`src/rtl/sfc_pkg.sv`:
```
package sfc_pkg;

   typedef enum logic [2:0] {
      PH_IDLE  = 3'd0,
      PH_CMD   = 3'd1,
      PH_ADDR  = 3'd2,
      PH_DUMMY = 3'd3,
      PH_DATA  = 3'd4,
      PH_GAP   = 3'd5
   } phase_e;

   // Decoded per-access plan.
   typedef struct packed {
      logic [7:0] opcode;
      logic [1:0] lanes_log;   // 0 single, 1 dual, 2 quad
      logic       four_byte;
      logic       addr_on;
      logic       data_on;
      logic [2:0] dummy;
   } plan_t;

   localparam logic [1:0] MODE_RD  = 2'b01;
   localparam logic [1:0] MODE_WR  = 2'b10;
   localparam int         WEN_BASE = 16;
   localparam int         CTRL_W   = 32;

endpackage

```
`src/rtl/sfc_cfg_decode.sv`:
```
module sfc_cfg_decode
   import sfc_pkg::*;
#(
   parameter int NUM_CS = 3,
   parameter int SEL_W  = 2
) (
   input  logic [NUM_CS*CTRL_W-1:0] ctrl_regs,
   input  logic [7:0]               addr_mode,
   input  logic [31:0]              type_reg,
   input  logic [7:0]               phase_mask,
   input  logic                     req_write,
   input  logic [SEL_W-1:0]         req_sel,
   output logic                     accept,
   output plan_t                    plan
);

   logic [NUM_CS-1:0] hit;
   logic [NUM_CS-1:0] wen_v;
   logic [NUM_CS-1:0] four_v;
   logic [CTRL_W-1:0] word;
   logic              wen;
   logic              four;
   logic              unused_bits;

   generate
      for (genvar g = 0; g < NUM_CS; g++) begin : g_sel
         assign hit[g]    = (req_sel == SEL_W'(g));
         assign wen_v[g]  = type_reg[WEN_BASE+g];
         assign four_v[g] = addr_mode[g] | addr_mode[g+4];
      end
   endgenerate

   always_comb begin
      word = '0;
      for (int i = 0; i < NUM_CS; i++) begin
         if (hit[i]) word = word | ctrl_regs[i*CTRL_W +: CTRL_W];
      end
   end

   assign wen  = |(hit & wen_v);
   assign four = |(hit & four_v);

   assign accept = (|hit) & ~word[2] &
                   (req_write ? ((word[1:0] == MODE_WR) & wen)
                              : (word[1:0] == MODE_RD));

   always_comb begin
      plan.opcode    = word[23:16];
      plan.lanes_log = word[30] ? 2'd2 : (word[29] ? 2'd1 : 2'd0);
      plan.four_byte = four;
      plan.addr_on   = ~(|phase_mask[7:4]);
      plan.data_on   = ~(|phase_mask[3:0]);
      plan.dummy     = {word[14], word[7:6]};
   end

   assign unused_bits = ^{type_reg, addr_mode, word};

endmodule

```
`src/rtl/sfc_lane_map.sv`:
```
module sfc_lane_map
   import sfc_pkg::*;
(
   input  phase_e     phase,
   input  logic       write,
   input  logic [1:0] lanes_log,
   input  logic [3:0] top,
   input  logic [3:0] io_in,
   output logic [3:0] io_out,
   output logic [3:0] io_oe,
   output logic [3:0] sample,
   output logic [2:0] step
);

   always_comb begin
      io_out = 4'b0;
      io_oe  = 4'b0;
      step   = 3'd1;
      case (lanes_log)
         2'd2:    sample = io_in;
         2'd1:    sample = {2'b0, io_in[1:0]};
         default: sample = {3'b0, io_in[1]};
      endcase
      case (phase)
         PH_CMD, PH_ADDR: begin
            io_out = {3'b0, top[3]};
            io_oe  = 4'b0001;
         end
         PH_DATA: begin
            step = 3'd1 << lanes_log;
            if (write) begin
               case (lanes_log)
                  2'd2: begin
                     io_out = top;
                     io_oe  = 4'b1111;
                  end
                  2'd1: begin
                     io_out = {2'b0, top[3:2]};
                     io_oe  = 4'b0011;
                  end
                  default: begin
                     io_out = {3'b0, top[3]};
                     io_oe  = 4'b0001;
                  end
               endcase
            end
         end
         default: ;
      endcase
   end

endmodule

```
`src/rtl/sfc_phase_seq.sv`:
```
module sfc_phase_seq
   import sfc_pkg::*;
#(
   parameter int NUM_CS = 3,
   parameter int SEL_W  = 2,
   parameter int OFS_W  = 32
) (
   input  logic              clk,
   input  logic              rst_n,
   input  logic              start,
   input  logic              accept,
   input  plan_t             plan_in,
   input  logic [SEL_W-1:0]  sel,
   input  logic              write,
   input  logic [OFS_W-1:0]  offset,
   input  logic [7:0]        wdata,
   input  logic [3:0]        sample,
   input  logic [2:0]        step,
   output phase_e            phase_o,
   output logic              write_o,
   output logic [1:0]        lanes_o,
   output logic [3:0]        sreg_top,
   output logic              sck,
   output logic [NUM_CS-1:0] cs_n,
   output logic              busy,
   output logic              rsp_valid,
   output logic [7:0]        rsp_rdata
);

   localparam int CNT_W = 6;

   phase_e           ph;
   logic             half;
   logic [CNT_W-1:0] cnt;
   logic [31:0]      sreg;
   logic [7:0]       rbuf;
   plan_t            pl;
   logic             wr;
   logic [31:0]      addr_q;
   logic [7:0]       wd_q;

   phase_e           adv_ph;
   logic [CNT_W-1:0] adv_cnt;
   logic [31:0]      adv_sreg;
   logic             past_addr;
   logic             past_dummy;

   // Next phase once the current one has sent its last clock.
   always_comb begin
      past_addr  = ((ph == PH_CMD) & ~pl.addr_on) | (ph == PH_ADDR);
      past_dummy = (past_addr & (pl.dummy == 3'd0)) | (ph == PH_DUMMY);
      adv_ph     = PH_GAP;
      adv_cnt    = '0;
      adv_sreg   = '0;
      if ((ph == PH_CMD) & pl.addr_on) begin
         adv_ph   = PH_ADDR;
         adv_cnt  = pl.four_byte ? CNT_W'(31) : CNT_W'(23);
         adv_sreg = pl.four_byte ? addr_q : {addr_q[23:0], 8'h00};
      end else if (past_addr & (pl.dummy != 3'd0)) begin
         adv_ph  = PH_DUMMY;
         adv_cnt = CNT_W'({pl.dummy, 3'b000}) - CNT_W'(1);
      end else if (past_dummy & pl.data_on) begin
         adv_ph   = PH_DATA;
         adv_sreg = {wd_q, 24'h0};
         case (pl.lanes_log)
            2'd2:    adv_cnt = CNT_W'(1);
            2'd1:    adv_cnt = CNT_W'(3);
            default: adv_cnt = CNT_W'(7);
         endcase
      end
   end

   always_ff @(posedge clk or negedge rst_n) begin
      if (!rst_n) begin
         ph        <= PH_IDLE;
         half      <= 1'b0;
         cnt       <= '0;
         sreg      <= '0;
         rbuf      <= '0;
         pl        <= '0;
         wr        <= 1'b0;
         addr_q    <= '0;
         wd_q      <= '0;
         sck       <= 1'b0;
         cs_n      <= '1;
         rsp_valid <= 1'b0;
         rsp_rdata <= '0;
      end else begin
         rsp_valid <= 1'b0;
         case (ph)
            PH_IDLE: begin
               if (start) begin
                  if (accept) begin
                     ph     <= PH_CMD;
                     half   <= 1'b0;
                     cnt    <= CNT_W'(7);
                     sreg   <= {plan_in.opcode, 24'h0};
                     pl     <= plan_in;
                     wr     <= write;
                     addr_q <= 32'(offset);
                     wd_q   <= wdata;
                     rbuf   <= '0;
                     cs_n   <= ~(NUM_CS'(1) << sel);
                  end else begin
                     rsp_valid <= 1'b1;
                     rsp_rdata <= '0;
                  end
               end
            end
            PH_GAP: begin
               if (!half) begin
                  half <= 1'b1;
               end else begin
                  half      <= 1'b0;
                  ph        <= PH_IDLE;
                  rsp_valid <= 1'b1;
                  rsp_rdata <= wr ? 8'h00 : rbuf;
               end
            end
            default: begin
               if (!half) begin
                  sck  <= 1'b1;
                  half <= 1'b1;
               end else begin
                  sck  <= 1'b0;
                  half <= 1'b0;
                  if ((ph == PH_DATA) & ~wr) rbuf <= (rbuf << step) | {4'b0, sample};
                  if (cnt == '0) begin
                     ph   <= adv_ph;
                     cnt  <= adv_cnt;
                     sreg <= adv_sreg;
                     if (adv_ph == PH_GAP) cs_n <= '1;
                  end else begin
                     cnt  <= cnt - CNT_W'(1);
                     sreg <= sreg << step;
                  end
               end
            end
         endcase
      end
   end

   assign phase_o  = ph;
   assign write_o  = wr;
   assign lanes_o  = pl.lanes_log;
   assign sreg_top = sreg[31:28];
   assign busy     = (ph != PH_IDLE);

endmodule

```
`src/rtl/sfc_cmd_engine.sv`:
```
module sfc_cmd_engine
   import sfc_pkg::*;
#(
   parameter int NUM_CS = 3,
   parameter int SEL_W  = 2,
   parameter int OFS_W  = 32
) (
   input  logic                     clk,
   input  logic                     rst_n,
   input  logic                     req_valid,
   input  logic                     req_write,
   input  logic [SEL_W-1:0]         req_sel,
   input  logic [OFS_W-1:0]         req_offset,
   input  logic [7:0]               req_wdata,
   output logic                     busy,
   output logic                     rsp_valid,
   output logic [7:0]               rsp_rdata,
   input  logic [NUM_CS*CTRL_W-1:0] ctrl_regs,
   input  logic [7:0]               addr_mode,
   input  logic [31:0]              type_reg,
   input  logic [7:0]               phase_mask,
   output logic                     spi_sck,
   output logic [NUM_CS-1:0]        spi_cs_n,
   output logic [3:0]               spi_io_out,
   output logic [3:0]               spi_io_oe,
   input  logic [3:0]               spi_io_in
);

   generate
      if (NUM_CS < 1 || NUM_CS > 4) begin : g_bad_cs
         $error("NUM_CS must be 1..4");
      end
      if ((1 << SEL_W) < NUM_CS) begin : g_bad_sel
         $error("SEL_W too narrow for NUM_CS");
      end
      if (OFS_W < 24 || OFS_W > 32) begin : g_bad_ofs
         $error("OFS_W must be 24..32");
      end
   endgenerate

   logic       acc;
   plan_t      plan;
   phase_e     phase;
   logic       wr_q;
   logic [1:0] lanes_q;
   logic [3:0] top;
   logic [3:0] sample;
   logic [2:0] step;

   sfc_cfg_decode #(.NUM_CS(NUM_CS), .SEL_W(SEL_W)) u_dec (
      .ctrl_regs (ctrl_regs),
      .addr_mode (addr_mode),
      .type_reg  (type_reg),
      .phase_mask(phase_mask),
      .req_write (req_write),
      .req_sel   (req_sel),
      .accept    (acc),
      .plan      (plan)
   );

   sfc_phase_seq #(.NUM_CS(NUM_CS), .SEL_W(SEL_W), .OFS_W(OFS_W)) u_seq (
      .clk      (clk),
      .rst_n    (rst_n),
      .start    (req_valid),
      .accept   (acc),
      .plan_in  (plan),
      .sel      (req_sel),
      .write    (req_write),
      .offset   (req_offset),
      .wdata    (req_wdata),
      .sample   (sample),
      .step     (step),
      .phase_o  (phase),
      .write_o  (wr_q),
      .lanes_o  (lanes_q),
      .sreg_top (top),
      .sck      (spi_sck),
      .cs_n     (spi_cs_n),
      .busy     (busy),
      .rsp_valid(rsp_valid),
      .rsp_rdata(rsp_rdata)
   );

   sfc_lane_map u_lane (
      .phase    (phase),
      .write    (wr_q),
      .lanes_log(lanes_q),
      .top      (top),
      .io_in    (spi_io_in),
      .io_out   (spi_io_out),
      .io_oe    (spi_io_oe),
      .sample   (sample),
      .step     (step)
   );

endmodule

```
`config.mk`:
```
export PLATFORM = sky130hd
export DESIGN_NAME = sfc_cmd_engine
export DESIGN_NICKNAME = d
export VERILOG_FILES = /design/src/rtl/sfc_pkg.sv /design/src/rtl/sfc_cfg_decode.sv /design/src/rtl/sfc_lane_map.sv /design/src/rtl/sfc_phase_seq.sv /design/src/rtl/sfc_cmd_engine.sv
export SDC_FILE = /design/constraint.sdc
export NUM_CORES = 1
export LEC_CHECK = 0
export BUFFER_PORTS_ARGS = -buffer_cell sky130_fd_sc_hd__buf_2
export CORE_ASPECT_RATIO = 0.75
export CORE_MARGIN = 1
export CORE_UTILIZATION = 45
export CTS_CLUSTER_SIZE = 20
export DETAILED_ROUTE_END_ITERATION = 7
export PLACE_DENSITY = 0.81
export SYNTH_ARGS = -nofsm -noshare
export SYNTH_HDL_FRONTEND = slang
export SYNTH_SLANG_ARGS = --single-unit
```
`constraint.sdc`:
```
create_clock -name clk -period 2.6 [get_ports clk]
set_input_delay 0.13 -clock clk [delete_from_list [all_inputs] [get_ports clk]]
set_output_delay 0.13 -clock clk [all_outputs]
set_load 0.02 [all_outputs]
```
==> impl_results.md, run 1 <==
- CTS tree: done
- Leakage component of the power: between 4 and 5 nW
- WL per Instance: roughly 19 µm
- Timing startpoint of the critical path: u_seq.lanes_o[0]
- Most numerous cell types in the synthesized netlist: 109 x sky130_fd_sc_hd__dfrtp_1, 102 x sky130_fd_sc_hd__mux2i_1, 88 x sky130_fd_sc_hd__nand2_1, 63 x sky130_fd_sc_hd__mux2_2, 46 x sky130_fd_sc_hd__nor2_1
- Timing-limited maximum frequency: roughly 400 MHz
- Total global routing track utilization: 0.252
- Total nets after synthesis: roughly 960
- TritonCTS sink count: 112
- Post-synthesis async set-or-reset flop share: 1.00
- Count of vias placed by the detailed router: about 6,700
- FF+latch area: approximately 2800 µm²
- Max-slew violations: 0
- RSZ-0062 raised after global routing: false
- Wirelength, routed: a little over 20,000 µm
- Deepest clock path buffer count: 2
- Synthesized area: ~7300 µm²
- R2r startpoint: u_seq.lanes_o[0]
- Overflow after GRT: 0
- Final TNS setup: 0 ns
- Hold path startpoint: req_offset[9]
- Worst-path cell chain: inv_1 -> ha_1 -> or4b_1 -> buf_12 -> mux2i_2 -> mux2i_1 -> mux2i_1 -> a211oi_1 -> mux2_2
- Most frequent cell on the critical path: sky130_fd_sc_hd__mux2i_1
- Worst relative slew slack: 0.569
- Top area cells in the synthesized netlist: sky130_fd_sc_hd__dfrtp_1 38%, sky130_fd_sc_hd__mux2i_1 14%, sky130_fd_sc_hd__mux2_2 9.8%
- Area used by multi-input combinational logic: between 4000 and 5000 µm²
- Max-cap check violation count: 0
- Final hold slack: between 0.002 and 0.0025 ns
- Syn avg cell area: 9.64 µm²
- YS warnings: 0
- Total Power Consumption: 8.13 mW
- Number of standard cells after synthesis: ~750
- Count of fill cells added during filler insertion: roughly 1,400
- First-pass DRT Iterations: 5
- Hold path endpoint: u_seq.addr_q[9]
- Final GP Congestion: between 0.9 and 1
- Core Area: 15,500 µm²
- DRT iter0 DRCs: 620
- Root cell of the clock tree: sky130_fd_sc_hd__clkbuf_16
- Sequential area share after synthesis: 0.386
- Synth top area share: 0.375
- Crit. End Element: flop
- Die width: 149 µm
- Post-Place Worst Slack: ~0.11 ns
- Ratio of cells with drive above 1 in the final layout: 0.296
- Min-delay worst type: in2reg
- Nets@finish: between 1,000 and 1,500
- Final instance area: between 8000 and 9000 µm²
- H-tree Lvls: 3
- Worst-case reg-to-reg path depth: 9
- Number of flops mapped to enable cells by yosys: 0
- Library cell with the highest instance count after synthesis: sky130_fd_sc_hd__dfrtp_1
- Skew final: roughly 0.012 ns
- Worst EP required: 2.85 ns
- Final Hold Viols: 0
- Slowest cell on the critical path: sky130_fd_sc_hd__or4b_1
- Wire length of the first global-routing pass: approximately 33,000 µm
- Actual slew at the worst max-slew pin: between 0.6 and 0.7 ns
- N_diodes: 0
- Total Die Area: 16,700 µm²
- Maximum fanout encountered on the critical timing path: 33
- Cell Pwr Density: 912 nW/µm²
- Pin count of the biggest net entering global routing: 77
- Top-Level Pins: roughly 220
- CP max stage delay: about 0.52 ns
- Reg2Reg Setup Slack: roughly 0.11 ns
- Area growth, synth to finish: 22.6%
- Residual antenna-violating net count after detailed routing: 0
- Yosys top cell by area: sky130_fd_sc_hd__dfrtp_1
- Final critical-path required period: roughly 2.5 ns
- Worst r2r dst: u_seq.sreg[26]
- Largest vdd supply drop: between 500 and 600 µV
- Outcome: finished clean
- Final WS setup: 0.111 ns
- Final setup viols: 0
- Category of the most critical setup path: reg2reg
- Startpoint kind of the worst setup timing path: flop
- Number of instances on the worst hold path: 2
- Number of antenna violations at the first check in global routing: 0
- Clock-pin slew of the registers on the worst-case setup and hold paths: approximately 0.080 ns
- Register bit total from synthesis: 112
- Number of distinct standard cells referenced by the synthesized netlist: 61
- Clock buffer count from CTS: 9
- Worst skew pair latency: about 0.37 ns
- Number of I/O port buffers: approximately 140
- Effective utilization at floorplan: 0.469
- Most used DFF post-synth: sky130_fd_sc_hd__dfrtp_1
- Placed wire-length estimate after detailed placement: 14,900 µm
- Final clock period utilization by the worst path: 0.957
- Vert. Die Dim: about 110 µm
- Vias in the first global route: about 6,300
- Total cell area at the placement stage: about 8400 µm²
- Arrival time worst endpoint: 2.74 ns
- # DRC: 0
- Via density per instance: approximately 6
- Standard-cell row count: 39
## area by class of cell
cell class / count / area share
clock inverters: 7 / 0.0107
well taps: 205 / 0.0288
repair buffers: 202 / 0.147
clock buffers: 9 / 0.0253
multi-input cells: 565 / 0.467
flip-flops and latches: 112 / 0.315
inverters: 16 / 0.00674
## through the flow
stage	instances	utilization
5_1_grt	1116	0.575
3_5_place_dp	1077	0.538
6_report	1116	0.575
3_3_place_gp	1077	0.538
4_1_cts	1116	0.574
2_1_floorplan	754	-
## state kept, by name, summed over array words and instances, names as in the netlist
register	count
u_seq.addr_q	32
u_seq.sreg	32
u_seq.rbuf	8
u_seq.rsp_rdata	8
u_seq.wd_q	8
u_seq.cnt	6
u_seq.pl	6
u_seq.cs_n	3
u_seq.phase_o	3
u_seq.lanes_o	2
u_seq.half	1
u_seq.rsp_valid	1
u_seq.sck	1
u_seq.write_o	1
## metal layers
metal	track usage	vias to the layer above	share of wire	wire length (µm)
met5	0	-	0	0
met1	0.382	3216	0.47	9720
met4	0.0449	0	0.011	231
li1	-	3097	-	-
met3	0.0557	25	0.092	1910
met2	0.369	337	0.43	8850
## logic make-up (layout without fill, tap and decap cells)
logic type | after synthesis | in the layout | synth area share
AND/OR/NAND/NOR | 221 | 221 | 0.142
AO/OA/AOI/OAI | 167 | 167 | 0.167
multiplexers | 165 | 165 | 0.238
flip-flops | 112 | 112 | 0.386
buffers and inverters | 77 | 234 | 0.0487
adder cells (fa/ha/maj) | 8 | 8 | 0.0138
XOR/XNOR | 4 | 4 | 0.00482
## where the power goes
part	switching, mW	total (mW)	internal (mW)
combinational	2.06	3.78	1.72
clock	0.761	1.46	0.699
sequential	0.561	2.89	2.33
## how the worst max path moves through the flow
stage | endpoint | slack [ns] | cells past startpoint
2_1_floorplan | u_seq.sreg[3] | 0.26 | 10
3_3_place_gp | u_seq.sreg[27] | 0.18 | 9
3_5_place_dp | u_seq.sreg[26] | 0.11 | 9
4_1_cts | u_seq.cnt[3] | 0.08 | 8
5_1_grt | u_seq.sreg[31] | 0.003 | 7
6_report | u_seq.sreg[26] | 0.11 | 9
## timing repair
action	4_1_cts	5_1_grt
endpoints found under the setup margin	0	4
hold buffers	23	0
endpoints found under the hold margin	58	0
setup buffers	0	0
gates resized for setup	0	4
## worst max-delay path, delay by kind of cell, from the launching register on
kind                       cells  cell delay, ns
AOI/OAI and AO/OA              1            0.11
adders and majority gates      1            0.21
DFF                            1            0.39
buffers and inverters          2            0.30
muxes                          4            0.83
and+or+nand+nor                1            0.52
## layout by cell type, fill, tap and decap left out, types with 9 or more instances in the layout
cell type and n:
sky130_fd_sc_hd__inv_1 16, sky130_fd_sc_hd__a211oi_1 9, sky130_fd_sc_hd__buf_4 38, sky130_fd_sc_hd__dfrtp_1 109, sky130_fd_sc_hd__nor2_1 46, sky130_fd_sc_hd__mux2i_1 99
sky130_fd_sc_hd__clkbuf_16 9, sky130_fd_sc_hd__mux2_2 63, sky130_fd_sc_hd__a21oi_1 32, sky130_fd_sc_hd__nand2_1 88, sky130_fd_sc_hd__dlygate4sd3_1 23, sky130_fd_sc_hd__nand3_1 34
sky130_fd_sc_hd__o21ai_0 28, sky130_fd_sc_hd__a22oi_1 9, sky130_fd_sc_hd__buf_2 135, sky130_fd_sc_hd__a32o_1 27, sky130_fd_sc_hd__nor3_1 14
(Power assumes the default switching activity.)
==> run 2: changes to the inputs <==
--- a/config.mk
+++ b/config.mk
@@ -11,6 +11,7 @@
 export CORE_UTILIZATION = 45
 export CTS_CLUSTER_SIZE = 20
 export DETAILED_ROUTE_END_ITERATION = 7
+export GPL_TIMING_DRIVEN = 0
 export PLACE_DENSITY = 0.81
 export SYNTH_ARGS = -nofsm -noshare
 export SYNTH_HDL_FRONTEND = slang
==> impl_results.md, run 2 (same netlist as run 1, synthesis figures left out) <==
- Leakage component of the power: 4.29 nW (was 4.22 nW)
- Skew final: 0.0132 ns (was 0.0118 ns)
- Worst EP required: 2.86 ns (was 2.85 ns)
- Deepest clock path buffer count: 2 (unchanged)
- Final clock period utilization by the worst path: 0.995 (was 0.957)
- Vert. Die Dim: 112 µm (unchanged)
- First-pass DRT Iterations: 5 (unchanged)
- CTS tree: done (unchanged)
- Registers with the highest flip-flop counts: u_seq.addr_q: 32 flops, u_seq.sreg: 32 flops (unchanged)
- Wirelength, routed: 23,300 µm (was 20,700 µm)
- Vias in the first global route: 6,703 (was 6,262)
- Switching power of the nets: 3.57 mW (was 3.38 mW)
- Clock network power share: 0.174 (was 0.180)
- Wire length of the first global-routing pass: 36,100 µm (was 33,000 µm)
- Clock-pin slew of the registers on the worst-case setup and hold paths: 0.08 ns (about the same)
- Commonest non-fill, non-tap cell in the layout: sky130_fd_sc_hd__buf_2 (unchanged)
- Top-Level Pins: 216 (unchanged)
- Final setup viols: 0 (unchanged)
- Worst relative slew slack: 0.464 (was 0.569)
- Total global routing track utilization: 0.281 (was 0.252)
- Category of the most critical setup path: reg2reg (unchanged)
- Internal cell power: 4.82 mW (was 4.75 mW)
- Number of I/O port buffers: 135 (was 136)
- Switching power as a share of total power: 0.426 (was 0.416)
- Outcome: finished clean (unchanged)
- Clock buffer count from CTS: 9 (unchanged)
- Pin count of the biggest net entering global routing: 61 (was 77)
- Residual antenna-violating net count after detailed routing: 0 (unchanged)
- Total Power Consumption: 8.39 mW (was 8.13 mW)
- DRT iter0 DRCs: 672 (was 620)
- Logic pwr share: 0.483 (was 0.465)
- Arrival time worst endpoint: 2.84 ns (was 2.74 ns)
- Crit. End Element: flop (unchanged)
- Max-cap check violation count: 0 (unchanged)
- Total cell area at the placement stage: 8230 µm² (was 8350 µm²)
- Final instance area: 9100 µm² (was 8910 µm²)
- Final Hold Viols: 0 (unchanged)
- Most used cells in the layout excluding fill and tap cells: 152 x sky130_fd_sc_hd__buf_2, 108 x sky130_fd_sc_hd__dfrtp_1, 96 x sky130_fd_sc_hd__mux2i_1, 86 x sky130_fd_sc_hd__nand2_1, 63 x sky130_fd_sc_hd__mux2_2 (was 135 x sky130_fd_sc_hd__buf_2, 109 x sky130_fd_sc_hd__dfrtp_1, 99 x sky130_fd_sc_hd__mux2i_1, 88 x sky130_fd_sc_hd__nand2_1, 63 x sky130_fd_sc_hd__mux2_2)
- Total Die Area: 16,700 µm² (unchanged)
- TritonCTS sink count: 112 (unchanged)
- Ratio of cells with drive above 1 in the final layout: 0.320 (was 0.296)
- Placed wire-length estimate after detailed placement: 16,900 µm (was 14,900 µm)
- Root cell of the clock tree: sky130_fd_sc_hd__clkbuf_16 (unchanged)
- Min-delay worst type: in2reg (unchanged)
- Via density per instance: 6.15 (was 5.98)
- Final GP Congestion: 0.987 (was 0.948)
- H-tree Lvls: 3 (unchanged)
- Largest vdd supply drop: 537 µV (was 555 µV)
- Count of vias placed by the detailed router: 7,050 (was 6,675)
- # DRC: 0 (unchanged)
- Count of fill cells added during filler insertion: 1,322 (was 1,355)
- Cell Pwr Density: 921 nW/µm² (was 912 nW/µm²)
- Effective utilization at floorplan: 0.469 (unchanged)
- Startpoint kind of the worst setup timing path: flop (unchanged)
- Nets@finish: 1,139 (was 1,108)
- Standard-cell row count: 39 (unchanged)
- Die width: 149 µm (unchanged)
- Core Area: 15,500 µm² (unchanged)
- WL per Instance: 20.3 µm (was 18.6 µm)
- Final critical-path required period: 2.59 ns (was 2.49 ns)
- Actual slew at the worst max-slew pin: 0.803 ns (was 0.646 ns)
- Worst skew pair latency: 0.37 ns (about the same)
- Timing-limited maximum frequency: 386 MHz (was 402 MHz)
- Max-slew violations: 0 (unchanged)
- N_diodes: 0 (unchanged)
- Maximum fanout encountered on the critical timing path: 10 (was 33)
- Number of antenna violations at the first check in global routing: 0 (unchanged)
- Sequential Power Share: 0.343 (was 0.356)
- Overflow after GRT: 0 (unchanged)
- Area growth, synth to finish: 25.2% (was 22.6%)
run 2: worst paths after layout:
kind	startpoint	to	slack [ns]	cells after the start
worst max register to register	u_seq.lanes_o[1]	u_seq.sreg[5]	0.01	10
worst min-delay path	req_offset[19]	u_seq.addr_q[19]	0.008	2
min in group asynchronous	rst_n	u_seq.rsp_valid	0.40	2
worst max-delay path	u_seq.lanes_o[1]	u_seq.sreg[5]	0.01	10
max in group asynchronous	rst_n	u_seq.addr_q[3]	1.47	3
worst min register to register	u_seq.sck	u_seq.sck	0.50	1
run 2: per-layer routing:
layer	track usage	vias to the layer above	wire length, µm
met3	0.0817	44	2800
met4	0.0633	0	370
met2	0.402	438	9850
met5	0	-	0
met1	0.416	3410	10200
li1	-	3158	-
run 2: critical path, stage by stage, from the launching register on:
cell	delay, ns
sky130_fd_sc_hd__dfrtp_2	0.44
sky130_fd_sc_hd__inv_1	0.16
sky130_fd_sc_hd__ha_4	0.23
sky130_fd_sc_hd__nor4bb_2	0.31
sky130_fd_sc_hd__buf_4	0.19
sky130_fd_sc_hd__buf_8	0.18
sky130_fd_sc_hd__mux2i_2	0.29
sky130_fd_sc_hd__mux2i_1	0.17
sky130_fd_sc_hd__a21oi_1	0.18
sky130_fd_sc_hd__nor3_1	0.07
sky130_fd_sc_hd__mux2_2	0.27
run 2: layout make-up:
cell class,instances,area [µm²],area share
plain buffers,59,348,0.0382
clock buffers,10,239,0.0262
clock inverters,6,70.1,0.00770
inverters,16,60.1,0.00660
multi-input cells,565,4270,0.469
flip-flops and latches,112,2810,0.308
well taps,205,256,0.0282
repair buffers,174,1060,0.116
run 2: stage by stage:
step | util | cells | TNS (ns) | setup slack, ns | hold WS [ns]
2_1_floorplan | - | 754 | 0 | 0.264 | -0.166
6_report | 0.587 | 1147 | 0 | 0.0121 | 0.00791
4_1_cts | 0.573 | 1136 | 0 | 0.0123 | 0.0000124
3_3_place_gp | 0.529 | 1094 | -7.38 | -0.273 | 0.363
3_5_place_dp | 0.531 | 1095 | -10.95 | -0.379 | 0.267
5_1_grt | 0.587 | 1147 | -0.195 | -0.0343 | 0.00526
run 2: power by group through the flow:
stage	sequential [mW]	combinational, mW	clock (mW)
floorplan	2.73	2.61	0
global placement	2.84	3.52	0
detailed placement	2.86	3.61	0
CTS	2.83	3.74	1.46
global route	2.93	4.38	1.53
finish	2.88	4.05	1.46
run 2: what timing repair did:
action,in CTS,in global routing
hold buffers,24,2
endpoints found under the setup margin,63,60
pin swaps,1,3
gates resized for setup,27,45
endpoints found under the hold margin,79,2
setup buffers,3,9
==> run 3: changes to the inputs <==
==> constraint.sdc (replaced) <==
create_clock -name clk -period 2.6 [get_ports clk]
set_input_delay 0.13 -clock clk [delete_from_list [all_inputs] [get_ports clk]]
set_output_delay 0.13 -clock clk [all_outputs]
set_load 0.1 [all_outputs]
==> impl_results.md, run 3 (same netlist as run 1, synthesis figures left out) <==
- Number of antenna violations at the first check in global routing: 0 (unchanged)
- Startpoint kind of the worst setup timing path: flop (unchanged)
- Commonest non-fill, non-tap cell in the layout: sky130_fd_sc_hd__buf_2 (unchanged)
- Overflow after GRT: 0 (unchanged)
- Root cell of the clock tree: sky130_fd_sc_hd__clkbuf_16 (unchanged)
- CTS tree: done (unchanged)
- Total Die Area: 16,700 µm² (unchanged)
- Failing checks: negative hold slack
- Final WS setup: 0.0119 ns (was 0.0121 ns)
- H-tree Lvls: 3 (unchanged)
- Vert. Die Dim: 112 µm (unchanged)
- Top-Level Pins: 216 (unchanged)
- Die width: 149 µm (unchanged)
- Arrival time worst endpoint: 2.84 ns (about the same)
- Max-cap check violation count: 0 (unchanged)
- CP max stage delay: 0.51 ns (was 0.44 ns)
- TritonCTS sink count: 112 (unchanged)
- Total cell area at the placement stage: 8240 µm² (was 8230 µm²)
- Worst EP required: 2.85 ns (was 2.86 ns)
- Residual antenna-violating net count after detailed routing: 0 (unchanged)
- Highest metal layer with signal wires: met4 (unchanged)
- Clock-pin slew of the registers on the worst-case setup and hold paths: 0.08 ns (about the same)
- Most used cells in the layout excluding fill and tap cells: 146 x sky130_fd_sc_hd__buf_2, 108 x sky130_fd_sc_hd__dfrtp_1, 94 x sky130_fd_sc_hd__mux2i_1, 86 x sky130_fd_sc_hd__nand2_1, 62 x sky130_fd_sc_hd__mux2_2 (was 152 x sky130_fd_sc_hd__buf_2, 108 x sky130_fd_sc_hd__dfrtp_1, 96 x sky130_fd_sc_hd__mux2i_1, 86 x sky130_fd_sc_hd__nand2_1, 63 x sky130_fd_sc_hd__mux2_2)
- Placed wire-length estimate after detailed placement: 16,800 µm (was 16,900 µm)
- Category of the most critical setup path: reg2reg (unchanged)
- Met1 wire length: 10,300 µm (was 10,200 µm)
- Worst-path cell chain: inv_2 -> ha_4 -> or4b_4 -> buf_8 -> clkbuf_16 -> mux2i_1 -> mux2i_1 -> a32oi_1 -> nor2_1 -> mux2_2 (was inv_1 -> ha_4 -> nor4bb_2 -> buf_4 -> buf_8 -> mux2i_2 -> mux2i_1 -> a21oi_1 -> nor3_1 -> mux2_2)
- Final instance area: 9170 µm² (was 9100 µm²)
- Pin count of the biggest net entering global routing: 72 (was 61)
- Largest vdd supply drop: 514 µV (was 537 µV)
- Final hold slack: -0.000111 ns (was 0.00791 ns)
- Nets@finish: 1,141 (was 1,139)
- Via density per instance: 6.13 (was 6.15)
- WL met3: 2880 µm (was 2800 µm)
- Worst skew pair latency: 0.37 ns (about the same)
- Final GP Congestion: 0.956 (was 0.987)
- DRT iter0 DRCs: 817 (was 672)
- Deepest clock path buffer count: 2 (unchanged)
- Total Power Consumption: 8.99 mW (was 8.39 mW)
- Ratio of cells with drive above 1 in the final layout: 0.324 (was 0.320)
- WL per Instance: 20.4 µm (was 20.3 µm)
- Final core occ: 0.591 (was 0.587)
- Effective utilization at floorplan: 0.469 (unchanged)
- Standard-cell row count: 39 (unchanged)
- Number of I/O port buffers: 135 (unchanged)
- Clock buffer count from CTS: 9 (unchanged)
- Registers with the highest flip-flop counts: u_seq.addr_q: 32 flops, u_seq.sreg: 32 flops (unchanged)
- Actual slew at the worst max-slew pin: 0.689 ns (was 0.803 ns)
- Cell Pwr Density: 980 nW/µm² (was 921 nW/µm²)
- Routed length on met2: 9930 µm (was 9850 µm)
- Leakage component of the power: 4.31 nW (was 4.29 nW)
- Total global routing track utilization: 0.282 (was 0.281)
- Final critical-path required period: 2.59 ns (about the same)
- Final clock period utilization by the worst path: 0.995 (about the same)
- RSZ-0062 raised after global routing: true
- # DRC: 0 (unchanged)
- Vias in the first global route: 6,683 (was 6,703)
- Reg2Reg Setup Slack: 0.01 ns (about the same)
- Area growth, synth to finish: 26.1% (was 25.2%)
- Timing-limited maximum frequency: 386 MHz (about the same)
- Wire length of the first global-routing pass: 36,200 µm (was 36,100 µm)
- Crit. End Element: flop (unchanged)
- Worst relative slew slack: 0.541 (was 0.464)
- Post-Place Worst Slack: -0.327 ns (was -0.379 ns)
- Final setup viols: 0 (unchanged)
- Final Hold Viols: 1 (was 0)
- Count of vias placed by the detailed router: 7,046 (was 7,050)
- First-pass DRT Iterations: 6 (was 5)
- Outcome: complete, but fails checks (was finished clean)
- Min-delay worst type: in2reg (unchanged)
- Maximum fanout encountered on the critical timing path: 7 (was 10)
- N_diodes: 0 (unchanged)
- Core Area: 15,500 µm² (unchanged)
- Wirelength, routed: 23,400 µm (was 23,300 µm)
- Max-slew violations: 0 (unchanged)
- Slowest cell on the critical path: sky130_fd_sc_hd__or4b_4 (was sky130_fd_sc_hd__dfrtp_2)
- Most frequent cell on the critical path: sky130_fd_sc_hd__mux2i_1
- Skew final: 0.0117 ns (was 0.0132 ns)
run 3: cell types whose count changed in the layout (fill, tap and decap cells not counted), sizes merged:
cell	before	now
dlygate4sd3	26	25
clkbuf	34	35
buf	183	185
run 3: final cells by class:
| cell class | instances | area [µm²] |
|---|---|---|
| inverter | 16 | 60.1 |
| timing repair buffer | 176 | 1110 |
| sequential | 112 | 2810 |
| tap | 205 | 256 |
| multi-input combinational | 565 | 4290 |
| fill | 1307 | 6350 |
| clock buffer | 10 | 239 |
| buffer | 59 | 340 |
| clock inverter | 6 | 67.6 |
run 3: worst paths after layout:
kind	start	to	cells past startpoint
worst max-delay path	u_seq.lanes_o[0]	u_seq.rbuf[3]	10
worst min register to register	u_seq.pl[1]	u_seq.pl[1]	2
max in group asynchronous	rst_n	u_seq.cs_n[0]	3
worst min-delay path	req_offset[9]	u_seq.addr_q[9]	2
worst max register to register	u_seq.lanes_o[0]	u_seq.rbuf[3]	10
min in group asynchronous	rst_n	u_seq.sck	2
run 3: critical path: cells and delay by family (launching register included):
| kind | cells | cell delay, ns |
|---|---|---|
| compound gates | 1 | 0.19 |
| buf+inv | 3 | 0.42 |
| mux | 3 | 0.66 |
| simple gates | 2 | 0.57 |
| fa+ha+maj | 1 | 0.18 |
| flops | 1 | 0.44 |
run 3: power by group:
group | switching, mW | internal (mW)
clock | 0.745 | 0.713
combinational | 2.83 | 1.80
sequential | 0.569 | 2.33
total | 4.14 | 4.84
run 3: what timing repair did:
action,in CTS,in global routing
setup buffers,6,8
endpoints found under the hold margin,65,0
cloned,0,1
hold buffers,25,0
pin swaps,1,2
endpoints found under the setup margin,70,90
resized for setup,33,45
run 3: layer usage:
| layer | vias up | GRT usage |
|---|---|---|
| met5 | - | 0 |
| met1 | 3373 | 0.416 |
| met4 | 0 | 0.0619 |
| met2 | 472 | 0.402 |
| li1 | 3156 | - |
| met3 | 45 | 0.0878 |
run 3: per-stage QoR:
stage | TNS [ns] | cells
2_1_floorplan | 0 | 754
3_3_place_gp | -8.20 | 1094
3_5_place_dp | -8.48 | 1095
4_1_cts | 0 | 1140
5_1_grt | -0.281 | 1149
6_report | 0 | 1149
